## src/rtl/lcd_timing_pkg.sv

```systemverilog
package lcd_timing_pkg;

    localparam int FIELD_W = 16;
    localparam int WORD_W  = 2 * FIELD_W;
    localparam int CNT_W   = FIELD_W + 3;

    typedef logic [CNT_W-1:0]   cnt_t;
    typedef logic [FIELD_W-1:0] coord_t;
    typedef logic [WORD_W-1:0]  word_t;

    // Segment lengths, all in pixels or lines, offsets already removed
    typedef struct packed {
        cnt_t hs;
        cnt_t hb;
        cnt_t ha;
        cnt_t hf;
        cnt_t vs;
        cnt_t vb;
        cnt_t va;
        cnt_t vf;
    } geom_t;

    typedef struct packed {
        logic   sync;
        logic   act;
        coord_t pos;
    } axis_t;

    function automatic cnt_t field_len(input logic [FIELD_W-1:0] f, input logic add_one);
        return cnt_t'(f) + cnt_t'(add_one);
    endfunction

    function automatic geom_t unpack_geom(input word_t w_sync, input word_t w_vporch,
                                          input word_t w_hporch, input word_t w_act);
        geom_t g;
        g.hs = field_len(w_sync[FIELD_W-1:0], 1'b1);
        g.vs = field_len(w_sync[WORD_W-1:FIELD_W], 1'b1);
        g.vf = field_len(w_vporch[FIELD_W-1:0], 1'b1);
        g.vb = field_len(w_vporch[WORD_W-1:FIELD_W], 1'b0);
        g.hf = field_len(w_hporch[FIELD_W-1:0], 1'b1);
        g.hb = field_len(w_hporch[WORD_W-1:FIELD_W], 1'b1);
        g.ha = field_len(w_act[FIELD_W-1:0], 1'b1);
        g.va = field_len(w_act[WORD_W-1:FIELD_W], 1'b1);
        return g;
    endfunction

    // Position decode along one axis: sync, back porch, active, front porch
    function automatic axis_t decode_axis(input cnt_t c, input cnt_t s_len,
                                          input cnt_t b_len, input cnt_t a_len);
        axis_t r;
        cnt_t  lo;
        cnt_t  hi;
        lo     = s_len + b_len;
        hi     = lo + a_len;
        r.sync = (c < s_len);
        r.act  = (c >= lo) && (c < hi);
        r.pos  = r.act ? coord_t'(c - lo) : '0;
        return r;
    endfunction

endpackage

```

## src/rtl/lcd_pclk_div.sv

```systemverilog
module lcd_pclk_div #(
    parameter int DIV_W = 8
) (
    input  logic             clk,
    input  logic             rst,
    input  logic             en,
    input  logic             dbl,
    input  logic [DIV_W-1:0] div,
    output logic             ce,
    output logic             lvl
);
    localparam int ACC_W = DIV_W + 1;

    logic [ACC_W-1:0] acc;
    logic [ACC_W-1:0] div_eff;
    logic [ACC_W-1:0] step;
    logic [ACC_W-1:0] sum;
    logic             wrap;

    always_comb begin
        div_eff = (div < DIV_W'(2)) ? ACC_W'(2) : {1'b0, div};
        step    = dbl ? ACC_W'(2) : ACC_W'(1);
        sum     = acc + step;
        wrap    = (sum >= div_eff);
    end

    always_ff @(posedge clk) begin
        if (rst || !en) begin
            acc <= '0;
            ce  <= 1'b0;
        end else if (wrap) begin
            acc <= sum - div_eff;
            ce  <= 1'b1;
        end else begin
            acc <= sum;
            ce  <= 1'b0;
        end
    end

    always_ff @(posedge clk) begin
        if (rst) lvl <= 1'b0;
        else     lvl <= ce;
    end

    AST_CE_GATED: assert property (@(posedge clk) disable iff (rst)
        !en |=> !ce);

endmodule

```

## src/rtl/lcd_geom_shadow.sv

```systemverilog
module lcd_geom_shadow
    import lcd_timing_pkg::*;
(
    input  logic  clk,
    input  logic  rst,
    input  logic  load,
    input  word_t w_sync,
    input  word_t w_vporch,
    input  word_t w_hporch,
    input  word_t w_act,
    output geom_t g_live,
    output geom_t g_cur
);
    assign g_live = unpack_geom(w_sync, w_vporch, w_hporch, w_act);

    always_ff @(posedge clk) begin
        if (rst)       g_cur <= '0;
        else if (load) g_cur <= g_live;
    end

endmodule

```

## src/rtl/lcd_scan_core.sv

```systemverilog
module lcd_scan_core
    import lcd_timing_pkg::*;
(
    input  logic   clk,
    input  logic   rst,
    input  logic   ce,
    input  logic   sync_en,
    input  logic   disp_en,
    input  geom_t  g_live,
    input  geom_t  g_cur,
    output logic   load,
    output logic   hs_act,
    output logic   vs_act,
    output logic   de,
    output coord_t x,
    output coord_t y,
    output logic   sof
);
    logic  running;
    cnt_t  hcnt;
    cnt_t  vcnt;
    cnt_t  h_tot;
    cnt_t  v_tot;
    logic  h_last;
    logic  v_last;
    logic  start;
    geom_t g_use;
    cnt_t  h_n;
    cnt_t  v_n;
    axis_t ax_h;
    axis_t ax_v;

    always_comb begin
        h_tot  = g_cur.hs + g_cur.hb + g_cur.ha + g_cur.hf;
        v_tot  = g_cur.vs + g_cur.vb + g_cur.va + g_cur.vf;
        h_last = (hcnt == h_tot - cnt_t'(1));
        v_last = (vcnt == v_tot - cnt_t'(1));
        start  = ce && sync_en && (!running || (h_last && v_last));
        g_use  = start ? g_live : g_cur;
        if (start) begin
            h_n = '0;
            v_n = '0;
        end else if (h_last) begin
            h_n = '0;
            v_n = vcnt + cnt_t'(1);
        end else begin
            h_n = hcnt + cnt_t'(1);
            v_n = vcnt;
        end
        ax_h = decode_axis(h_n, g_use.hs, g_use.hb, g_use.ha);
        ax_v = decode_axis(v_n, g_use.vs, g_use.vb, g_use.va);
    end

    assign load = start;

    always_ff @(posedge clk) begin
        if (rst || !sync_en) begin
            running <= 1'b0;
            hcnt    <= '0;
            vcnt    <= '0;
            hs_act  <= 1'b0;
            vs_act  <= 1'b0;
            de      <= 1'b0;
            x       <= '0;
            y       <= '0;
            sof     <= 1'b0;
        end else begin
            sof <= 1'b0;
            if (ce) begin
                running <= 1'b1;
                hcnt    <= h_n;
                vcnt    <= v_n;
                hs_act  <= ax_h.sync;
                vs_act  <= ax_v.sync;
                de      <= ax_h.act && ax_v.act && disp_en;
                x       <= ax_h.pos;
                y       <= ax_v.pos;
                sof     <= start;
            end
        end
    end

    AST_IDLE_WHEN_OFF: assert property (@(posedge clk) disable iff (rst)
        !sync_en |=> (!hs_act && !vs_act && !de && !sof && x == '0 && y == '0));
    AST_DE_X_RANGE: assert property (@(posedge clk) disable iff (rst)
        de |-> (cnt_t'(x) < g_cur.ha && cnt_t'(y) < g_cur.va));
    AST_SOF_AT_ORIGIN: assert property (@(posedge clk) disable iff (rst)
        sof |-> (hs_act && vs_act && !de));
    AST_SHADOW_AT_SOF: assert property (@(posedge clk) disable iff (rst)
        !$stable(g_cur) |-> sof);

endmodule

```

## src/rtl/lcd_sync_gen.sv

```systemverilog
module lcd_sync_gen
    import lcd_timing_pkg::*;
#(
    parameter int DIV_W = 8
) (
    input  logic               clk,
    input  logic               rst,
    input  logic               pclk_en,
    input  logic               sync_en,
    input  logic               disp_en,
    input  logic [DIV_W-1:0]   clk_div,
    input  logic               clk_dbl,
    input  logic               clk_inv,
    input  logic               hs_low,
    input  logic               vs_low,
    input  logic [WORD_W-1:0]  tim_sync,
    input  logic [WORD_W-1:0]  tim_vporch,
    input  logic [WORD_W-1:0]  tim_hporch,
    input  logic [WORD_W-1:0]  tim_active,
    output logic               pix_ce,
    output logic               pclk,
    output logic               hsync,
    output logic               vsync,
    output logic               de,
    output logic [FIELD_W-1:0] x,
    output logic [FIELD_W-1:0] y,
    output logic               sof
);
    logic  ce_w;
    logic  lvl_w;
    logic  load_w;
    logic  hs_act_w;
    logic  vs_act_w;
    geom_t g_live_w;
    geom_t g_cur_w;

    lcd_pclk_div #(.DIV_W(DIV_W)) i_div (
        .clk (clk),
        .rst (rst),
        .en  (pclk_en),
        .dbl (clk_dbl),
        .div (clk_div),
        .ce  (ce_w),
        .lvl (lvl_w)
    );

    lcd_geom_shadow i_shadow (
        .clk      (clk),
        .rst      (rst),
        .load     (load_w),
        .w_sync   (tim_sync),
        .w_vporch (tim_vporch),
        .w_hporch (tim_hporch),
        .w_act    (tim_active),
        .g_live   (g_live_w),
        .g_cur    (g_cur_w)
    );

    lcd_scan_core i_core (
        .clk     (clk),
        .rst     (rst),
        .ce      (ce_w),
        .sync_en (sync_en),
        .disp_en (disp_en),
        .g_live  (g_live_w),
        .g_cur   (g_cur_w),
        .load    (load_w),
        .hs_act  (hs_act_w),
        .vs_act  (vs_act_w),
        .de      (de),
        .x       (x),
        .y       (y),
        .sof     (sof)
    );

    assign pix_ce = ce_w;
    assign pclk   = lvl_w ^ clk_inv;
    assign hsync  = hs_act_w ^ hs_low;
    assign vsync  = vs_act_w ^ vs_low;

    AST_OUT_ON_PCLK: assert property (@(posedge clk) disable iff (rst)
        ($past(sync_en) && !$stable(hs_act_w)) |-> lvl_w);

endmodule

```

## config.mk

```make
export PLATFORM = sky130hd
export DESIGN_NAME = lcd_sync_gen
export DESIGN_NICKNAME = d
export VERILOG_FILES = /design/src/rtl/lcd_timing_pkg.sv /design/src/rtl/lcd_pclk_div.sv /design/src/rtl/lcd_geom_shadow.sv /design/src/rtl/lcd_scan_core.sv /design/src/rtl/lcd_sync_gen.sv
export SDC_FILE = /design/constraint.sdc
export NUM_CORES = 1
export LEC_CHECK = 0
export BUFFER_PORTS_ARGS = -buffer_cell sky130_fd_sc_hd__buf_2
export CAP_MARGIN = 25
export CORE_MARGIN = 3
export CORE_UTILIZATION = 36
export DETAILED_ROUTE_END_ITERATION = 8
export MAX_ROUTING_LAYER = met4
export SLEW_MARGIN = 25
export SYNTH_ARGS = -nofsm -noshare
export SYNTH_HDL_FRONTEND = slang
export SYNTH_SLANG_ARGS = --single-unit
```

## constraint.sdc

```tcl
create_clock -name clk -period 13.04 [get_ports clk]
set_clock_uncertainty 0.1 [all_clocks]
set_input_delay 1.304 -clock clk [delete_from_list [all_inputs] [get_ports clk]]
set_output_delay 1.304 -clock clk [all_outputs]
set_load 0.005 [all_outputs]
```

# --- After elaboration in Yosys (flattened, before gate mapping) ---
# Index checks and enable logic that the tools add are counted.
classes:
  bitwise_logic: 4
  muxes: 11
  eq_ne: 2
  reduce_logical: 14
  add_sub_neg: 25
  n_lt_le_gt_ge: 8
ops:
  columns: ["cell", "count"]
  rows:
  - ["adder 19 bit", 10]
  - ["2-to-1 mux 152 bit", 1]
  - ["adder 16 x 1 -> 17 bit (second input constant)", 7]
  - ["< comparator 19 bit", 4]
  - ["2-to-1 mux 19 bit", 4]
  - ["adder 19 x 1 -> 19 bit (second input constant)", 2]
  - ["== test 19 bit", 2]
  - [">= comparator 19 bit", 2]
  - ["subtractor 19 x 1 -> 19 bit (second input constant)", 2]
  - ["2-to-1 mux 16 bit", 2]
  - ["subtractor 16 bit", 2]
  - ["adder 9 bit", 1]
  - [">= comparator 9 bit", 1]
  - ["2-to-1 mux 9 bit", 1]
  - ["subtractor 9 bit", 1]
  - ["< comparator 8 x 2 -> 1 bit (second input constant)", 1]
  - ["2-to-1 mux 8 bit", 1]
  - ["logical AND 1 bit", 7]
  - ["zero test 1 bit", 3]
  - ["logical OR 1 bit", 3]
  - ["bitwise XOR 1 bit", 3]
  - ["2-to-1 mux 2 bit", 1]
  - ["OR reduction 2 bit", 1]
  - ["2-to-1 mux 1 bit", 1]
  - ["NOT 1 bit", 1]
word_totals:
  register_bits: 238
  in_bits: 145
  output_inout_bits: 38

# --- Logic depth before layout (Yosys ltp) ---
logic_depth:
  word_depth: 15
  ltp_mapped: 54
  ltp_nobuf: 50

# --- Hierarchy ---
# Synthesis repeated with hierarchy kept, for this count alone.
unflattened:
  cells_unflattened: 3245
  hier_area_um2: 24320.8
modules_own_cells:
  columns: ["module", "n_inst", "cells_each", "area_per_inst_um2"]
  rows:
  - ["lcd_scan_core", 1, 2236, 16102.9]
  - ["lcd_geom_shadow", 1, 888, 7191.9]
  - ["lcd_pclk_div", 1, 118, 999.7]
  - ["lcd_sync_gen", 1, 3, 26.3]

# --- Least setup slack after synthesis ---
# OpenSTA, ideal clock, no wires.
synth_timing:
  path_kind: "register -> register"
  start: "register, netlist name i_shadow.g_cur[1]"
  end: "register i_core.x[1]"
  path_slack_ns: 2.399
  synth_period_minus_slack_ns: 10.641
  required_ns: 12.874
  setup_time_ns: 0.066
  stages_incl_launch_ff: 52
  path_buffers: 5
  t_arrival_ns: 10.476
  cell_sequence: "dfxtp_1 > inv_1 > ha_1 > inv_1 > fa_1 > fa_1 > ha_1 > fa_1 > xor2_1 > nor4_1 > o211ai_1 > nor4_2 > nand4b_1 > or4_1 > or4_4 > o21ai_4 > buf_6 > buf_2 > [... 16 more ...] > a21oi_1 > nor2b_1 > o21a_1 > o311a_1 > o21a_1 > o21ai_0 > nor2b_1 > xor2_1 > ha_1 > a21o_1 > a21o_1 > a21oi_1 > o21ai_0 > a21oi_1 > nand2_1 > clkbuf_1 > o2bb2ai_1 > nor2b_1"
synth_lines:
  columns: ["element", "line", "text"]
  rows:
  - ["end signal: assignment", "lcd_scan_core.sv:76", "x <= ax_h.pos;"]
  - ["end: declaration", "lcd_scan_core.sv:15", "output coord_t x,"]

# --- Worst setup path in the final report ---
layout_timing:
  start: "register, netlist name i_shadow.g_cur[1]"
  end: "register i_core.y[5]"
layout_via:
  elab_chain_cells: 12
  word_cells_on_any_way: 15
layout_rtl:
  columns: ["element", "line", "text"]
  rows:
  - ["adder 19 bit (*)", "lcd_scan_core.sv:35", "v_tot = g_cur.vs + g_cur.vb + g_cur.va + g_cur.vf;"]
  - ["subtractor 19 x 1 -> 19 bit (*)", "lcd_scan_core.sv:37", "v_last = (vcnt == v_tot - cnt_t'(1));"]
  - ["== test 19 bit (*)", "lcd_scan_core.sv:37", null]
  - ["logical AND 1 bit (*)", "lcd_scan_core.sv:38", "start = ce && sync_en && (!running || (h_last && v_last));"]
  - ["logical OR 1 bit (*)", "lcd_scan_core.sv:38", null]
  - ["logical AND 1 bit (*)", "lcd_scan_core.sv:38", null]
  - ["2-to-1 mux 152 bit", "lcd_scan_core.sv:39", "g_use = start ? g_live : g_cur;"]
  - ["adder 19 bit", "lcd_timing_pkg.sv:53", "lo = s_len + b_len;"]
  - ["adder 19 bit", "lcd_timing_pkg.sv:54", "hi = lo + a_len;"]
  - ["< comparator 19 bit", "lcd_timing_pkg.sv:56", "r.act = (c >= lo) && (c < hi);"]
  - ["logical AND 1 bit", "lcd_timing_pkg.sv:56", null]
  - ["2-to-1 mux 16 bit (*)", "lcd_timing_pkg.sv:57", "r.pos = r.act ? coord_t'(c - lo) : '0;"]
  - ["end signal: assignment", "lcd_scan_core.sv:77", "y <= ax_v.pos;"]
  - ["end: declaration", "lcd_scan_core.sv:16", "output coord_t y,"]
# Every way passes the cells marked *; elsewhere a longest branch is shown, timed or not.
# A chain may end at the register's enable or synchronous reset.

==> results.md <==
* Routability Congestion at around 0.94
* Clk Tree Root Cell: clkbuf_16
* Synth cell count leaders: nor2_1 (318), inv_1 (291), ha_1 (274)
* Setup violators final at 0
* CP peak stage delay at 0.61 ns
* Initial core utilization at approximately 36%
* Routed vias/inst at a little over 5
* Post-synthesis mux area share at 2.11%
* Layout cells sized above 1 at under 10%
* CP arrival at 12.26 ns
* Final WL at a little over 70,000 um
* Max VDD drop at just over 0.09 mV
* Clock transition at the registers of the reported paths at 0.06 ns
* Critical Setup Path Class: reg -> reg
* Post-synth top area share at ~21%
* Initial antenna violation count at 9
* Final critical-path required period at 11.87 ns
* Congestion Overflow GR at 0
* Pin count of the biggest net entering global routing at 88
* Iteration count of the initial detailed-routing pass at 7
* PwrDens at 77.6 nW/um2
* Die height at around 260 um
* FFs w/ async S/R, synth at 0%
* Postcts setup bufs at 0
* CTS buffer count at 31
* Hpwl dp at 57,700 um
* Slew Limit Headroom at between 30% and 40%
* Flop and latch count out of synthesis at ~230
* I/O Pins at 183
* CP max-delay cell: o211a_1
* CTS Hold Buffers Added at 0
* Setup TNS at 0 ns
* Comb pwr share at approximately 18%
* Prevailing post-synth register cell: dfxtp_1
* Max cap viols at 0
* Sw power at approximately 0.56 mW
* Internal at between 1 and 1.5 mW
* Clock Power Share at 45.9%
* HP Class: reg -> reg
* Simple-gate area share of the yosys netlist at around 20%
* Crit-path max FO at 35
* YS warnings at 0
* First-pass GRT wire length at 108,000 um
* Clock buffer depth at 3
* P_leak at 11.4 nW
* Part of the power in registers at 36.7%
* # resized after CTS at 0
* Fmax at roughly 84 MHz
* Switching share of power at 28.7%
* Crit share post-route at around nine tenths
* Final Cell Area at roughly 25,000 um2
* Top post-synthesis cells by area: dfxtp_1 (21%), ha_1 (15%), xnor2_1 (6.9%), fa_1 (6.8%), nor2_1 (5.3%)
* Sequential area share after synthesis at 20.8%
* Core ar. at ~62,000 um2
* Area growth syn-to-layout at 12.5%
* Unrepaired setup endpoints after global routing: false
* Syn_area_per_cell at approximately 7.9 um2
* Final core utilization at around two fifths
* Worst EP required at between 10 and 15 ns
* Critical Path Sink Type: flop
* Mapped cell area at roughly 23,000 um2
* Synthesized instance count at ~2,800
* TritonCTS clock tree: done
* Critical Path Most Common Cell: a21oi_1
* Later-pin clock latency in the skew report at just under 0.6 ns
* Fin. Hold Viols at 0
* Synthesized-area fraction occupied by adder cells at ~22%
* Placed Area at around 24,000 um2
* Cell variety after synth at between 70 and 80
* Most frequent cell after synthesis: nor2_1
* # placed instances at around 3,800
* Count of pins over their slew limit at 0
* Outcome: complete, no violations
* PortBufs at ~180
* CP startpoint kind: flop
* Leading area contributor after synthesis: dfxtp_1
* NumNets Final at approximately 3,500
* WL/cell at 18.3 um
* Fill count at between 6,000 and 7,000
* Post-Layout Cell Count at between 3,000 and 4,000
* Gr usage total at a little over a fifth
* Vias in the first global route at roughly 19,000
* DRT iter0 DRCs at between 1,000 and 1,500
* Drc violations at 0
* XOR/XNOR share of the synthesized area at a little under an eighth
* FP Rows at slightly above 90
* Number of synthesized flops with an enable pin at 0
* H-Tree Depth at 1
* Detail Route Antenna Nets at 0
* Slew @ Worst Pin at about 1.0 ns
* CTS sink count at ~230
* Complex-gate fraction of the synthesized area at roughly 17%
* Post-synth net total at roughly 3,300
* Vias at just under 20,000
* Largest family of logic cells by synthesized area: adder cells
* Die X at around 260 um
* Die area at around 66,000 um2
## registers in the layout (all words and copies together) (netlist names), 9 cells and up
register and count:
i_core.hcnt 19, i_core.vcnt 19, i_core.x 16, i_core.y 16, i_div.acc 9, i_shadow.g_cur 148
## path summary, 6_finish.rpt
check,cells after the start,slack [ns],endpoint,start
min reg2reg,2,0.36,i_core.x[2],i_core.x[2]
max,45,1.17,i_core.y[5],i_shadow.g_cur[1]
max reg2reg,45,1.17,i_core.y[5],i_shadow.g_cur[1]
min,2,0.36,i_core.x[2],i_core.x[2]
## per-stage QoR
| step | worst slack, ns | hold slack, ns | power, mW |
|---|---|---|---|
| final | 1.17 | 0.365 | 1.97 |
| after global routing | 0.336 | 0.395 | 2.05 |
| after CTS | 1.17 | 0.366 | 1.99 |
| after detailed placement | 1.23 | 0.353 | 1.08 |
| after global placement | 1.29 | 0.342 | 1.08 |
| after floorplan | 2.40 | 0.327 | 0.965 |
## routing by layer
layer / vias up / track usage, % / share of wire, %
met5: - / - / 0
met4: 0 / 4.81 / 2.2
met3: 76 / 4.17 / 7.6
met2: 505 / 30.9 / 41
met1: 9213 / 30.9 / 49
li1: 10100 / - / -
## worst max-delay path: cells and delay by family (launching register included)
family	cells	cell delay, ns
muxes	1	0.38
adders and majority gates	8	2.77
xor gates and xnor gates	3	0.63
buffers and inverters	5	1.03
AOI/OAI and AO/OA	18	3.92
and+or+nand+nor	10	2.62
DFF	1	0.30
## layout by cell type, fill, tap and decap left out, types with 8 or more instances in the layout
cell       netlist  final
nor2_1         318    318
inv_1          291    291
ha_1           274    274
dfxtp_1        234    233
a21oi_1        182    181
buf_2            8    181
xnor2_1        178    178
nand2_1        173    173
o21ai_0        139    139
xor2_1         125    125
nor2b_1        100    100
nand3_1         77     77
fa_1            76     76
and3_1          58     58
a21o_1          57     57
nand4_1         55     55
nor3_1          47     47
a211oi_1        43     43
clkbuf_16        0     31
mux2i_1         25     25
o21a_1          24     24
nand2b_1        25     24
o21bai_1        22     22
mux2_2          20     20
a22oi_1         18     18
buf_4            0     18
or3_1           15     15
o211ai_1        15     15
a31oi_1         15     15
or2_2           12     12
o31ai_1          9      9
and2_1           9      9
and4_1           9      9
a2bb2oi_1        9      9
diode_2          0      8
nor4_1           8      8
## cell type report
cell class	instances	area, um2	share of cell area [%]
well taps	837	1050	4.13
repair buffers	199	1040	4.11
flip-flops and latches	234	4690	18.5
diodes	8	20.0	0.0790
clock buffers	43	871	3.44
clock inverters	15	193	0.760
inverters	292	1100	4.32
multi-input cells	2225	16400	64.7
## power groups by stage
| stage | combinational (mW) | clock, mW | sequential, mW |
|---|---|---|---|
| after floorplan | 0.229 | 0 | 0.736 |
| after global placement | 0.340 | 0 | 0.737 |
| after detailed placement | 0.339 | 0 | 0.737 |
| after CTS | 0.341 | 0.924 | 0.721 |
| after global routing | 0.379 | 0.951 | 0.721 |
| final | 0.344 | 0.902 | 0.721 |
## logic make-up (layout without fill, tap and decap cells)
| kind of cell | count (synthesis) | in the layout |
|---|---|---|
| compound gates | 601 | 601 |
| buf+inv | 385 | 549 |
| xor+xnor | 305 | 305 |
| other cells | 0 | 8 |
| mux | 45 | 45 |
| flops | 234 | 234 |
| simple gates | 921 | 921 |
| fa+ha+maj | 353 | 353 |
Power figures use the tool's default switching activity.
